[src/rtl/rmu_pkg.sv]
`timescale 1ns/1ps
package rmu_pkg;
   typedef enum logic [1:0] {
      REFDIV_BY4  = 2'b00,
      REFDIV_BY2  = 2'b01,
      REFDIV_BY1  = 2'b10,
      REFDIV_RSVD = 2'b11
   } refdiv_e;

   localparam logic [2:0] AUX_ROLE_DIVIDE = 3'b011;
   localparam int unsigned MAX_REF_LSHIFT = 2;

   // auxiliary-pin roles whose toggling disturbs the loop
   function automatic logic aux_role_relocks(input logic [2:0] role);
      return (role == 3'b011) || (role == 3'b100) || (role == 3'b101) || (role == 3'b110);
   endfunction

   function automatic logic [1:0] refdiv_lshift(input refdiv_e code);
      case (code)
         REFDIV_BY4: return 2'd2;
         REFDIV_BY2: return 2'd1;
         default:    return 2'd0;
      endcase
   endfunction
endpackage

[src/rtl/rmu_sync.sv]
`timescale 1ns/1ps
module rmu_sync #(
   parameter int unsigned W      = 3,
   parameter int unsigned STAGES = 2
) (
   input  logic         clk,
   input  logic         rst_n,
   input  logic [W-1:0] d_i,
   output logic [W-1:0] q_o
);
   generate
      if (STAGES < 2) begin : g_bad_stages
         $error("rmu_sync: STAGES must be at least 2");
      end
      if (W < 1) begin : g_bad_width
         $error("rmu_sync: W must be at least 1");
      end
   endgenerate

   logic [W-1:0] stg_q [STAGES];

   always_ff @(posedge clk or negedge rst_n) begin
      if (!rst_n) begin
         for (int i = 0; i < STAGES; i++) stg_q[i] <= '0;
      end else begin
         stg_q[0] <= d_i;
         for (int i = 1; i < STAGES; i++) stg_q[i] <= stg_q[i-1];
      end
   end

   assign q_o = stg_q[STAGES-1];
endmodule

[src/rtl/rmu_ratio_path.sv]
`timescale 1ns/1ps
module rmu_ratio_path
   import rmu_pkg::*;
#(
   parameter int unsigned SEL_W    = 2,
   parameter int unsigned RATIO_W  = 32,
   parameter int unsigned MOD_W    = 2,
   parameter int unsigned HR_FRAC  = 20,
   parameter int unsigned LR_FRAC  = 12,
   parameter int unsigned OUT_INT  = 20,
   parameter int unsigned OUT_FRAC = 20,
   localparam int unsigned NSETS   = 2 ** SEL_W,
   localparam int unsigned OUT_W   = OUT_INT + OUT_FRAC
) (
   input  logic                     clk,
   input  logic                     rst_n,
   input  logic [SEL_W-1:0]         sel_i,
   input  logic                     aux_i,
   input  logic [NSETS*RATIO_W-1:0] words_i,
   input  logic [NSETS*MOD_W-1:0]   mods_i,
   input  logic                     hi_res_i,
   input  logic [2:0]               aux_cfg_i,
   input  logic [1:0]               ref_div_i,
   output logic [OUT_W-1:0]         eff_o,
   output logic                     err_o
);
   localparam int unsigned WIDE_W = OUT_W + MAX_REF_LSHIFT;
   localparam int unsigned HR_ALN = OUT_FRAC - HR_FRAC;
   localparam int unsigned LR_ALN = OUT_FRAC - LR_FRAC;
   localparam int unsigned RSH_W  = MOD_W + 1;

   generate
      if (OUT_FRAC < HR_FRAC || OUT_FRAC < LR_FRAC) begin : g_bad_frac
         $error("rmu_ratio_path: output fraction narrower than an input format");
      end
      if (OUT_INT < RATIO_W - LR_FRAC || OUT_INT < RATIO_W - HR_FRAC) begin : g_bad_int
         $error("rmu_ratio_path: output integer part narrower than an input format");
      end
   endgenerate

   logic [RATIO_W-1:0] word_a [NSETS];
   logic [MOD_W-1:0]   mod_a  [NSETS];

   generate
      for (genvar k = 0; k < NSETS; k++) begin : g_unpack
         assign word_a[k] = words_i[k*RATIO_W +: RATIO_W];
         assign mod_a[k]  = mods_i[k*MOD_W +: MOD_W];
      end
   endgenerate

   logic [WIDE_W-1:0] conv, shifted, divided;
   logic [1:0]        lsh;
   logic [RSH_W-1:0]  rsh;
   logic              div_en;

   always_comb begin
      conv    = hi_res_i ? (WIDE_W'(word_a[sel_i]) << HR_ALN)
                         : (WIDE_W'(word_a[sel_i]) << LR_ALN);
      lsh     = refdiv_lshift(refdiv_e'(ref_div_i));
      shifted = conv << lsh;
      div_en  = (aux_cfg_i == AUX_ROLE_DIVIDE) && aux_i;
      rsh     = RSH_W'(mod_a[sel_i]) + RSH_W'(1);
      divided = div_en ? (shifted >> rsh) : shifted;
   end

   always_ff @(posedge clk or negedge rst_n) begin
      if (!rst_n) begin
         eff_o <= '0;
         err_o <= 1'b0;
      end else begin
         eff_o <= divided[OUT_W-1:0];
         err_o <= (refdiv_e'(ref_div_i) == REFDIV_RSVD);
      end
   end

   logic armed_q;
   always_ff @(posedge clk or negedge rst_n) begin
      if (!rst_n) armed_q <= 1'b0;
      else        armed_q <= 1'b1;
   end

   AST_ERR_ONLY_RESERVED: assert property (@(posedge clk) disable iff (!rst_n)
      err_o |-> ($past(ref_div_i) == 2'b11));

   AST_RATIO_HOLDS: assert property (@(posedge clk) disable iff (!rst_n)
      (armed_q && $stable(sel_i) && $stable(aux_i) && $stable(words_i) && $stable(mods_i)
       && $stable(hi_res_i) && $stable(aux_cfg_i) && $stable(ref_div_i))
      |=> $stable(eff_o));
endmodule

[src/rtl/rmu_mode_watch.sv]
`timescale 1ns/1ps
module rmu_mode_watch
   import rmu_pkg::*;
#(
   parameter int unsigned SEL_W        = 2,
   parameter int unsigned INIT_TOGGLES = 3
) (
   input  logic             clk,
   input  logic             rst_n,
   input  logic [SEL_W-1:0] sel_i,
   input  logic             aux_i,
   input  logic [2:0]       aux_cfg_i,
   input  logic             field_prog_i,
   output logic             relock_o,
   output logic             init_done_o
);
   localparam int unsigned CNT_W = $clog2(INIT_TOGGLES + SEL_W + 1);

   generate
      if (INIT_TOGGLES < 1) begin : g_bad_init
         $error("rmu_mode_watch: INIT_TOGGLES must be at least 1");
      end
   endgenerate

   logic [SEL_W-1:0] sel_p;
   logic             aux_p;
   logic [CNT_W-1:0] cnt_q, cnt_sum;
   logic             changed;

   always_comb begin
      changed = (sel_i != sel_p) || ((aux_i != aux_p) && aux_role_relocks(aux_cfg_i));
      cnt_sum = cnt_q + CNT_W'($countones(sel_i ^ sel_p));
   end

   always_ff @(posedge clk or negedge rst_n) begin
      if (!rst_n) begin
         sel_p    <= '0;
         aux_p    <= 1'b0;
         relock_o <= 1'b0;
         cnt_q    <= '0;
      end else begin
         sel_p    <= sel_i;
         aux_p    <= aux_i;
         relock_o <= changed;
         cnt_q    <= (cnt_sum >= CNT_W'(INIT_TOGGLES)) ? CNT_W'(INIT_TOGGLES) : cnt_sum;
      end
   end

   assign init_done_o = !field_prog_i || (cnt_q >= CNT_W'(INIT_TOGGLES));

   AST_RELOCK_IDLE: assert property (@(posedge clk) disable iff (!rst_n)
      ($stable(sel_i) && $stable(aux_i)) |=> !relock_o);

   AST_COUNT_MONOTONIC: assert property (@(posedge clk) disable iff (!rst_n)
      cnt_q >= $past(cnt_q));
endmodule

[src/rtl/ratio_mode_unit.sv]
`timescale 1ns/1ps
module ratio_mode_unit #(
   parameter int unsigned SEL_W        = 2,
   parameter int unsigned RATIO_W      = 32,
   parameter int unsigned MOD_W        = 2,
   parameter int unsigned HR_FRAC      = 20,
   parameter int unsigned LR_FRAC      = 12,
   parameter int unsigned OUT_INT      = 20,
   parameter int unsigned OUT_FRAC     = 20,
   parameter int unsigned SYNC_STAGES  = 2,
   parameter int unsigned INIT_TOGGLES = 3,
   localparam int unsigned NSETS       = 2 ** SEL_W,
   localparam int unsigned OUT_W       = OUT_INT + OUT_FRAC
) (
   input  logic                     clk,
   input  logic                     rst_n,
   input  logic [SEL_W-1:0]         mode_sel_i,
   input  logic                     mode_aux_i,
   input  logic [NSETS*RATIO_W-1:0] set_ratio_i,
   input  logic [NSETS*MOD_W-1:0]   set_mod_i,
   input  logic                     hi_res_fmt_i,
   input  logic [2:0]               aux_cfg_i,
   input  logic [1:0]               ref_div_i,
   input  logic                     field_prog_i,
   output logic [OUT_W-1:0]         eff_ratio_o,
   output logic                     ref_div_err_o,
   output logic                     relock_o,
   output logic                     init_done_o
);
   logic [SEL_W-1:0] sel_s;
   logic             aux_s;

   rmu_sync #(.W(SEL_W + 1), .STAGES(SYNC_STAGES)) u_sync (
      .clk   (clk),
      .rst_n (rst_n),
      .d_i   ({mode_aux_i, mode_sel_i}),
      .q_o   ({aux_s, sel_s})
   );

   rmu_ratio_path #(
      .SEL_W(SEL_W), .RATIO_W(RATIO_W), .MOD_W(MOD_W), .HR_FRAC(HR_FRAC),
      .LR_FRAC(LR_FRAC), .OUT_INT(OUT_INT), .OUT_FRAC(OUT_FRAC)
   ) u_path (
      .clk       (clk),
      .rst_n     (rst_n),
      .sel_i     (sel_s),
      .aux_i     (aux_s),
      .words_i   (set_ratio_i),
      .mods_i    (set_mod_i),
      .hi_res_i  (hi_res_fmt_i),
      .aux_cfg_i (aux_cfg_i),
      .ref_div_i (ref_div_i),
      .eff_o     (eff_ratio_o),
      .err_o     (ref_div_err_o)
   );

   rmu_mode_watch #(.SEL_W(SEL_W), .INIT_TOGGLES(INIT_TOGGLES)) u_watch (
      .clk          (clk),
      .rst_n        (rst_n),
      .sel_i        (sel_s),
      .aux_i        (aux_s),
      .aux_cfg_i    (aux_cfg_i),
      .field_prog_i (field_prog_i),
      .relock_o     (relock_o),
      .init_done_o  (init_done_o)
   );

   AST_INIT_STICKY: assert property (@(posedge clk) disable iff (!rst_n)
      (field_prog_i && $past(field_prog_i) && $past(init_done_o)) |-> init_done_o);

   AST_RESET_QUIET: assert property (@(posedge clk)
      !rst_n |-> (eff_ratio_o == '0 && !relock_o && !ref_div_err_o));
endmodule

[config.mk]
export PLATFORM = sky130hd
export DESIGN_NAME = ratio_mode_unit
export DESIGN_NICKNAME = d
export VERILOG_FILES = /design/src/rtl/rmu_pkg.sv /design/src/rtl/rmu_sync.sv /design/src/rtl/rmu_ratio_path.sv /design/src/rtl/rmu_mode_watch.sv /design/src/rtl/ratio_mode_unit.sv
export SDC_FILE = /design/constraint.sdc
export NUM_CORES = 1
export LEC_CHECK = 0
export ABC_AREA = 0
export BUFFER_PORTS_ARGS = -buffer_cell sky130_fd_sc_hd__buf_2
export CORE_MARGIN = 4
export CORE_UTILIZATION = 45
export DETAILED_ROUTE_END_ITERATION = 16
export GPL_TIMING_DRIVEN = 0
export PLACE_DENSITY = 0.76
export SLEW_MARGIN = 40
export SYNTH_ARGS = -nofsm -noshare
export SYNTH_HDL_FRONTEND = slang
export SYNTH_SLANG_ARGS = --single-unit
[constraint.sdc]
create_clock -name clk -period 3.95 [get_ports clk]
set_clock_uncertainty 0.2 [all_clocks]
set_input_delay 0.79 -clock clk [delete_from_list [all_inputs] [get_ports clk]]
set_output_delay 0.79 -clock clk [all_outputs]
set_load 0.01 [all_outputs]
==> results.cfg, run 1 <==
[die]
initial_utilization = 0.465
ios = 191
die_w_um = 117
die_height_um = 117
design.die.area_sq_um = 13800
core-area_sq_um = 11600
rows = 39

[clocking]
clockBufferDepth = 2
cts_hold_repair.buffers = 0
cts_made_buffers = 5
cts_resized = 0
tritoncts = done
clockRootBuffer = clkbuf_16
cts.clk_slew.worst_paths_ns = 0.08
clk_latency_ns = 0.30
clock_sink_count = 54
h-tree-depth = 2
post-cts-setup-buffer-count = 0

[grt]
grt_use_total = 0.342
grt_overflow = 0
antenna_violations_before_repair = 0
grt_max_degree = 55
first_global_vias = 6312
first_pass_grt_wire_length_mm = 37.2

[sta]
timing.final.hold_violations = 0
final_period_minus_worst_setup_slack_ns = 3.52
timing.final.max_slew_violations = 0
timing.fmax_ghz = 0.284
rsz_0062_raised_after_global_routing = false
fin_setup_tns_ns = 0
timing.max_slew.rel_slack = 0.466
worst_slew_pin_slew_ns = 0.801
setup-violations-final = 0
timing.final.crit_share = 0.890

[worst_setup_path]
critical_path_required_ns = 3.94
cpPeakStageDelay_ns = 0.59
critical-path-top-cell-by-count = clkbuf_1
critical_path.max_fanout = 10
start_kind = primary input
end_kind = flip-flop
critPathTopFamily = buffers and inverters
critPathArrivalTime_ns = 3.51
worst-setup-path-type = primary input to flip-flop
worstPathBufferInverterCount = 3
critical_path.slowest_cell = buf_1
timing.critical_path.cells = clkbuf_1 > nor2_1 > clkbuf_1 > buf_1 > nand3_1 > o2111ai_1 > a21oi_1 > a211oi_1

[detailed_routing]
initialDrtViolationCount = 907
drc_errors = 0
drt_first_pass_iters = 8
ratio_of_routed_vias_to_standard_cells = 6.77
route.vias.total = 6502
antenna_violating_nets_post_route = 0
avgRoutedWirePerCell_um = 25.3
finalWirelength_mm = 24.3

[synth]
synth_top_cells_by_count = 67 x mux2i_1, 56 x nand3_1, 54 x dfrtp_1
syn_nets = 774
synth_simple_gate_area_share = 0.161
synth_area_leaders = dfrtp_1 25%, mux2i_1 12%, mux4_2 9.2%, a22oi_1 6.6%, nand3_1 5.2%
synth_top_family_by_area = compound AO/OA/AOI/OAI gates
synth_enable_flop_cells = 0
synthesized_area_fraction_occupied_by_ao_oa_aoi_and_oai_cells = 0.271
mean_syn_cell_area_sq_um = 8.65
synth.lib_cells_used.distinct = 54
yosys_most_used_dff = dfrtp_1
synth_fa_ha_area_frac = 0.0107
syn_inst = 622
mappedNetlistArea_sq_um = 5380
yosys-mux-area-fraction = 0.242
synth_async_sr_flop_share = 1.00
yosys.area_share.xor_xnor = 0.00977
yosys_warnings = 0
synth_seq_cells = 54
synthDominantAreaCellType = dfrtp_1
synth.top_cell.area_share = 0.251
sequential_share_of_the_synthesized_area = 0.251
yosys.cell_count.top_type = mux2i_1

[layout]
diodes = 0
num-nets-final = 969
nFillCells = 1054
final_area_sq_um = 6660
final_layout_size_suffix_gt1_frac = 0.296
area_delta_synth_final_pct = 23.7

[outcome]
run_status = finished clean

[pwr]
cellLeakagePower_uw = 0.00300
power.density_cell_area_nw_per_um2 = 303
vdd_drop_max_mv = 0.143

[flow_run]
max_cap_violations = 0

[placed_design]
routability_cong = 0.979
dpl.hpwl_mm = 19.6
placed_cell_area_sq_um = 6500
numPortBuffers = 188

[hold_path]
type_of_the_tightest_min_delay_check = flip-flop to flip-flop
## cells in the final DEF (no fill, tap or decap), types with 11 or more instances in the layout
master     instances
buf_2            192
mux2i_1           67
nand3_1           56
dfrtp_1           54
nand2_1           50
a22oi_1           47
a21oi_1           42
clkbuf_1          38
nor2_1            29
mux4_2            22
o211ai_1          16
o2111ai_1         16
a211oi_1          14
o21ai_1           13
and2_1            12
mux2_2            11
## area by class of cell
type                    instances  area (sq um)  share of cell area
plain buffers                  60           258              0.0387
clock buffers                   6           139              0.0209
clock inverters                 2          16.3             0.00244
inverters                       9          33.8             0.00507
multi-input cells             499          3740               0.561
flip-flops and latches         54          1350               0.203
well taps                     143           179              0.0269
repair buffers                188           943               0.142
## stage by stage
stage	setup WS, ns	hold slack (ns)	utilization	total power, uW	instances
after floorplan	1.02	0.131	-	1190	622
final	0.433	0.152	0.576	2010	961
after detailed placement	0.296	0.135	0.562	1540	953
after CTS	0.601	0.152	0.576	1990	961
after global placement	0.151	0.134	0.562	1520	953
after global routing	0.292	0.164	0.576	2120	961
## flip-flops by register name, indices dropped and copies added, names as in the netlist
register and flops:
u_watch.sel_p 2, u_sync.stg_q 3, u_watch.aux_p 1, u_watch.cnt_q 3
u_sync.q_o 3, u_watch.relock_o 1, u_path.err_o 1, u_path.eff_o 40
## layer usage
layer | global-route usage | wire, um | share of wire
met3 | 0.0688 | 2820 | 0.12
met1 | 0.458 | 9830 | 0.40
met4 | 0.136 | 909 | 0.037
met5 | 0 | 0 | 0
met2 | 0.546 | 10800 | 0.44
## logic make-up after synthesis
group           after synthesis
compound gates              206
buf+inv                      69
fa+ha+maj                     4
simple gates                181
other cells                   1
xor+xnor                      6
flops                        54
mux                         101
## power by group
part / leakage, uW / switching, uW / internal, uW
clock network: 0.0000735 / 208 / 255
registers: 0.000641 / 19.0 / 622
logic: 0.00228 / 559 / 351
total: 0.00300 / 786 / 1230
## path summary, 6_finish.rpt
kind                            startpoint               end  slack (ns)  cells after the start
setup / recovery              ref_div_i[1]  u_path.eff_o[12]        0.43                      8
hold reg to reg            u_sync.stg_q[3]     u_sync.q_o[0]        0.15                      0
min in group asynchronous            rst_n   u_path.eff_o[0]        0.33                      1
hold / removal             u_sync.stg_q[3]     u_sync.q_o[0]        0.15                      0
max in group asynchronous            rst_n  u_path.eff_o[16]        2.78                      1
setup reg to reg             u_sync.q_o[1]  u_path.eff_o[12]        0.46                      9
No activity file was read; power rests on OpenSTA's default activity.
==> run 2, diff against run 1 <==
--- a/config.mk
+++ b/config.mk
@@ -10,7 +10,6 @@
 export CORE_MARGIN = 4
 export CORE_UTILIZATION = 45
 export DETAILED_ROUTE_END_ITERATION = 16
-export GPL_TIMING_DRIVEN = 0
 export PLACE_DENSITY = 0.76
 export SLEW_MARGIN = 40
 export SYNTH_ARGS = -nofsm -noshare
==> constraint.sdc (replaced) <==
create_clock -name clk -period 3.95 [get_ports clk]
set_clock_uncertainty 0.2 [all_clocks]
set_input_delay 0.79 -clock clk [delete_from_list [all_inputs] [get_ports clk]]
set_output_delay 0.79 -clock clk [all_outputs]
set_load 0.1 [all_outputs]
==> run 2 against run 1 <==
Against the previous run:
- via count shrank 7.0%
- total power increased by 18%
- first-iteration DRC count down 21%
- critical path depth down 1
- sequential share of layout area is 0.34 points higher
- count of clock-buffer cells in the layout is the same
- register-to-register slack improved by 0.10 ns
- flip-flop and latch count unchanged
- critical endpoint is now u_path.eff_o[31]
- highest routed layer unchanged
==> results.cfg, run 2 (synthesized netlist as in run 1, its figures left out) <==
[detailed_routing]
drt_first_pass_iters = 9
antenna_violating_nets_post_route = 0
finalWirelength_mm = 20.3
detail_route_met3_wl_mm = 2.29
route.met2.wl_mm = 9.18
routedLengthMet1_mm = 8.47
drc_errors = 0
avgRoutedWirePerCell_um = 22.2
route.vias.total = 6050
top_layer_used = met4
initialDrtViolationCount = 713
ratio_of_routed_vias_to_standard_cells = 6.59

[worst_setup_path]
end_kind = flip-flop
critPathArrivalTime_ns = 3.36
start_kind = flip-flop
worst-setup-path-type = flip-flop to flip-flop
critical_path_required_ns = 3.93
critical_path.max_fanout = 17

[pwr]
power.density_cell_area_nw_per_um2 = 363
cellLeakagePower_uw = 0.00298
design_power_total_uw = 2390
vdd_drop_max_mv = 0.162

[sta]
timing.max_slew.rel_slack = 0.467
timing.final.crit_share = 0.857
fin_setup_tns_ns = 0
timing.final.hold_violations = 0
timing.final.max_slew_violations = 0
setup-violations-final = 0
worst_slew_pin_slew_ns = 0.797
timing.fmax_ghz = 0.295
rsz_0062_raised_after_global_routing = false
final_period_minus_worst_setup_slack_ns = 3.39

[clocking]
clk_latency_ns = 0.30
h-tree-depth = 2
cts_resized = 0
clockRootBuffer = clkbuf_16
clock_sink_count = 54
cts_hold_repair.buffers = 0
cts_made_buffers = 5
cts.clk_slew.worst_paths_ns = 0.07
tritoncts = done
clockBufferDepth = 2
post-cts-setup-buffer-count = 0

[layout]
regMostFlops = u_path.eff_o
area_delta_synth_final_pct = 22.0
mostFrequentLayoutCell = buf_2
nFillCells = 1090
flip_flop_count_of_the_largest_register_all_copies_and_words_added = 40
mostFrequentLayoutCells = 190 x buf_2, 67 x mux2i_1, 56 x nand3_1
num-nets-final = 926
final_layout_size_suffix_gt1_frac = 0.326
diodes = 0

[grt]
antenna_violations_before_repair = 0
grt_use_total = 0.286
first_pass_grt_wire_length_mm = 31.9
grt_overflow = 0
grt_max_degree = 51
first_global_vias = 5739

[placed_design]
dpl.hpwl_mm = 16.3
routability_cong = 0.980
numPortBuffers = 190

[flow_run]
max_cap_violations = 0

[die]
initial_utilization = 0.465
ios = 191
die_height_um = 117
die_w_um = 117
rows = 39
core-area_sq_um = 11600
design.die.area_sq_um = 13800

[outcome]
run_status = finished clean

[hold_path]
type_of_the_tightest_min_delay_check = flip-flop to flip-flop
## run 2: where the power goes
| part | internal (uW) | switching [uW] | leakage (uW) |
|---|---|---|---|
| combinational | 348 | 929 | 0.00227 |
| sequential | 623 | 31.8 | 0.000640 |
| clock | 255 | 199 | 0.0000735 |
| total | 1230 | 1160 | 0.00298 |
## run 2: through the flow
step | cells | utilization | setup slack [ns] | cell area [sq um] | hold WS, ns
2_1_floorplan | 622 | - | 1.02 | 5380 | 0.131
3_3_place_gp | 910 | 0.553 | 0.461 | 6390 | 0.133
3_5_place_dp | 910 | 0.554 | 0.524 | 6400 | 0.139
4_1_cts | 918 | 0.567 | 0.621 | 6560 | 0.155
5_1_grt | 918 | 0.568 | 0.350 | 6570 | 0.157
6_report | 918 | 0.568 | 0.564 | 6570 | 0.154
## run 2: layout make-up
class                           instances  area (sq um)  area share
Clock inverter                          2          16.3     0.00248
Sequential cell                        54          1360       0.206
Clock buffer                            6           139      0.0212
Multi-Input combinational cell        499          3770       0.574
Timing Repair Buffer                  205          1080       0.164
Inverter                                9          33.8     0.00515
Tap cell                              143           179      0.0273
## run 2: worst paths after layout
check	from	cells past startpoint	end	slack (ns)
min in group asynchronous	rst_n	1	u_sync.q_o[1]	0.16
hold / removal	u_sync.stg_q[3]	0	u_sync.q_o[0]	0.15
setup / recovery	u_sync.q_o[0]	7	u_path.eff_o[31]	0.56
setup reg to reg	u_sync.q_o[0]	7	u_path.eff_o[31]	0.56
max in group asynchronous	rst_n	2	u_path.eff_o[26]	2.57
hold reg to reg	u_sync.stg_q[3]	0	u_sync.q_o[0]	0.15
## run 2: critical path: stages (launching register included)
cell and delay [ns]:
dfrtp_1 0.81, buf_4 0.35, mux4_2 0.57, and2_1 0.20
a221oi_1 0.67, a2bb2oi_1 0.26, and2_1 0.16, a211oi_1 0.04
## run 2: per-layer routing
layer	vias to the layer above	GRT usage
li1	2756	-
met1	2870	0.402
met2	392	0.448
met3	32	0.0674
met4	0	0.0660
met5	-	0
==> run 3, diff against run 2 <==
--- a/config.mk
+++ b/config.mk
@@ -10,6 +10,7 @@
 export CORE_MARGIN = 4
 export CORE_UTILIZATION = 45
 export DETAILED_ROUTE_END_ITERATION = 16
+export MAX_ROUTING_LAYER = met4
 export PLACE_DENSITY = 0.76
 export SLEW_MARGIN = 40
 export SYNTH_ARGS = -nofsm -noshare
==> run 3 against run 2 <==
Against the previous run:
- highest routed layer unchanged
- flip-flop and latch count unchanged
- combinational power barely moved
- clock power about the same
- total power is 0.20% higher
- hold slack better by 0.0019 ns
- first-iteration DRC count increased by 17%
- fmax grew 5.0%
- critical path type is now primary input to flip-flop
- register-to-register slack better by 0.19 ns
- global-route usage up 1.7 points
==> results.cfg, run 3 (synthesized netlist as in run 1, its figures left out) <==
[hold_path]
worstHoldPathCells = 0
type_of_the_tightest_min_delay_check = flip-flop to flip-flop

[worst_setup_path]
critical_path.slowest_cell = a222oi_1
critical_path_required_ns = 3.94
critPathArrivalTime_ns = 3.21
critPathTopFamily = compound AO/OA/AOI/OAI gates
worst-setup-path-type = primary input to flip-flop
timing.critical_path.cells = buf_2 > buf_4 > mux4_2 > mux2_2 > a222oi_1 > mux2i_1 > a221o_1
worstPathBufferInverterCount = 2
end_kind = flip-flop
critical_path.max_fanout = 19
start_kind = primary input
worstRegToRegCells = 6
worst-path-stages = 7
cpPeakStageDelay_ns = 0.65

[die]
design.die.area_sq_um = 13800
rows = 39
initial_utilization = 0.465
core-area_sq_um = 11600
ios = 191
die_w_um = 117
die_height_um = 117

[sta]
fin_setup_tns_ns = 0
rsz_0062_raised_after_global_routing = false
timing.fmax_ghz = 0.310
final_period_minus_worst_setup_slack_ns = 3.22
worst_slew_pin_slew_ns = 0.806
setup-violations-final = 0
timing.max_slew.rel_slack = 0.461
timing.final.crit_share = 0.816
worst_slack_ns = 0.726
hold_ws_ns = 0.155
timing.final.hold_violations = 0
timing.final.max_slew_violations = 0

[grt]
grt_use_total = 0.303
first_global_vias = 5720
grt_max_degree = 51
antenna_violations_before_repair = 0
first_pass_grt_wire_length_mm = 32.8
grt_overflow = 0

[detailed_routing]
ratio_of_routed_vias_to_standard_cells = 6.73
initialDrtViolationCount = 831
avgRoutedWirePerCell_um = 23.1
route.vias.total = 6208
drt_first_pass_iters = 7
finalWirelength_mm = 21.3
drc_errors = 0
antenna_violating_nets_post_route = 0

[pwr]
power.density_cell_area_nw_per_um2 = 363
vdd_drop_max_mv = 0.156
cellLeakagePower_uw = 0.00299

[layout]
final_layout_size_suffix_gt1_frac = 0.329
mostFrequentLayoutCells = 190 x buf_2, 67 x mux2i_1, 56 x nand3_1
nFillCells = 1050
utilization_of_the_core_after_routing = 0.569
flip_flop_count_of_the_largest_register_all_copies_and_words_added = 40
area_delta_synth_final_pct = 22.2
mostFrequentLayoutCell = buf_2
num-nets-final = 930
regMostFlops = u_path.eff_o
diodes = 0
final_area_sq_um = 6580

[placed_design]
routability_cong = 1.02
placed_cell_area_sq_um = 6420
numPortBuffers = 190
preCtsSetupSlack_ns = 0.551
dpl.hpwl_mm = 17.0

[clocking]
cts_resized = 0
tritoncts = done
cts.clk_slew.worst_paths_ns = 0.08
clk_latency_ns = 0.30
clockRootBuffer = clkbuf_16
cts_made_buffers = 5
clock_sink_count = 54
clockBufferDepth = 2
post-cts-setup-buffer-count = 0
cts_hold_repair.buffers = 0
h-tree-depth = 2

[outcome]
run_status = finished clean

[flow_run]
max_cap_violations = 0
[run 3: layout make-up]
cell class | count | area [sq um] | area share
inverter | 9 | 33.8 | 0.00514
tap | 143 | 179 | 0.0272
clock inverter | 3 | 23.8 | 0.00361
multi-input combinational | 499 | 3750 | 0.571
clock buffer | 5 | 125 | 0.0190
sequential | 54 | 1360 | 0.206
timing repair buffer | 209 | 1110 | 0.168
[run 3: worst register-to-register path, stage by stage, from the launching register on]
cell      delay (ns)
dfrtp_4         0.66
buf_4           0.33
mux2i_1         0.38
o22ai_1         0.25
a222oi_1        0.64
mux2i_1         0.22
a221o_1         0.39
[run 3: worst paths after layout]
path,slack (ns),start,end
worst max register to register,0.75,u_sync.q_o[1],u_path.eff_o[4]
min in group asynchronous,0.20,rst_n,u_watch.cnt_q[2]
max in group asynchronous,2.49,rst_n,u_path.eff_o[19]
worst min register to register,0.16,u_sync.stg_q[3],u_sync.q_o[0]
worst max-delay path,0.73,hi_res_fmt_i,u_path.eff_o[4]
worst min-delay path,0.16,u_sync.stg_q[3],u_sync.q_o[0]
[run 3: metal layers]
metal / GRT usage / wire length, um / share of wire
met1: 0.437 / 9220 / 0.43
met2: 0.460 / 9450 / 0.44
met3: 0.0351 / 2160 / 0.10
met4: 0.0711 / 504 / 0.024
met5: - / 0 / 0
[run 3: stage by stage]
stage | instances | power, uW
global route | 922 | 2490
finish | 922 | 2390
floorplan | 622 | 1600
CTS | 922 | 2380
detailed placement | 914 | 1930
global placement | 914 | 1910
[run 3: power by group]
group	leakage (uW)	internal, uW	total, uW	switching [uW]
sequential	0.000640	623	652	29.7
clock	0.0000664	238	454	216
combinational	0.00229	348	1280	935
total	0.00299	1210	2390	1180
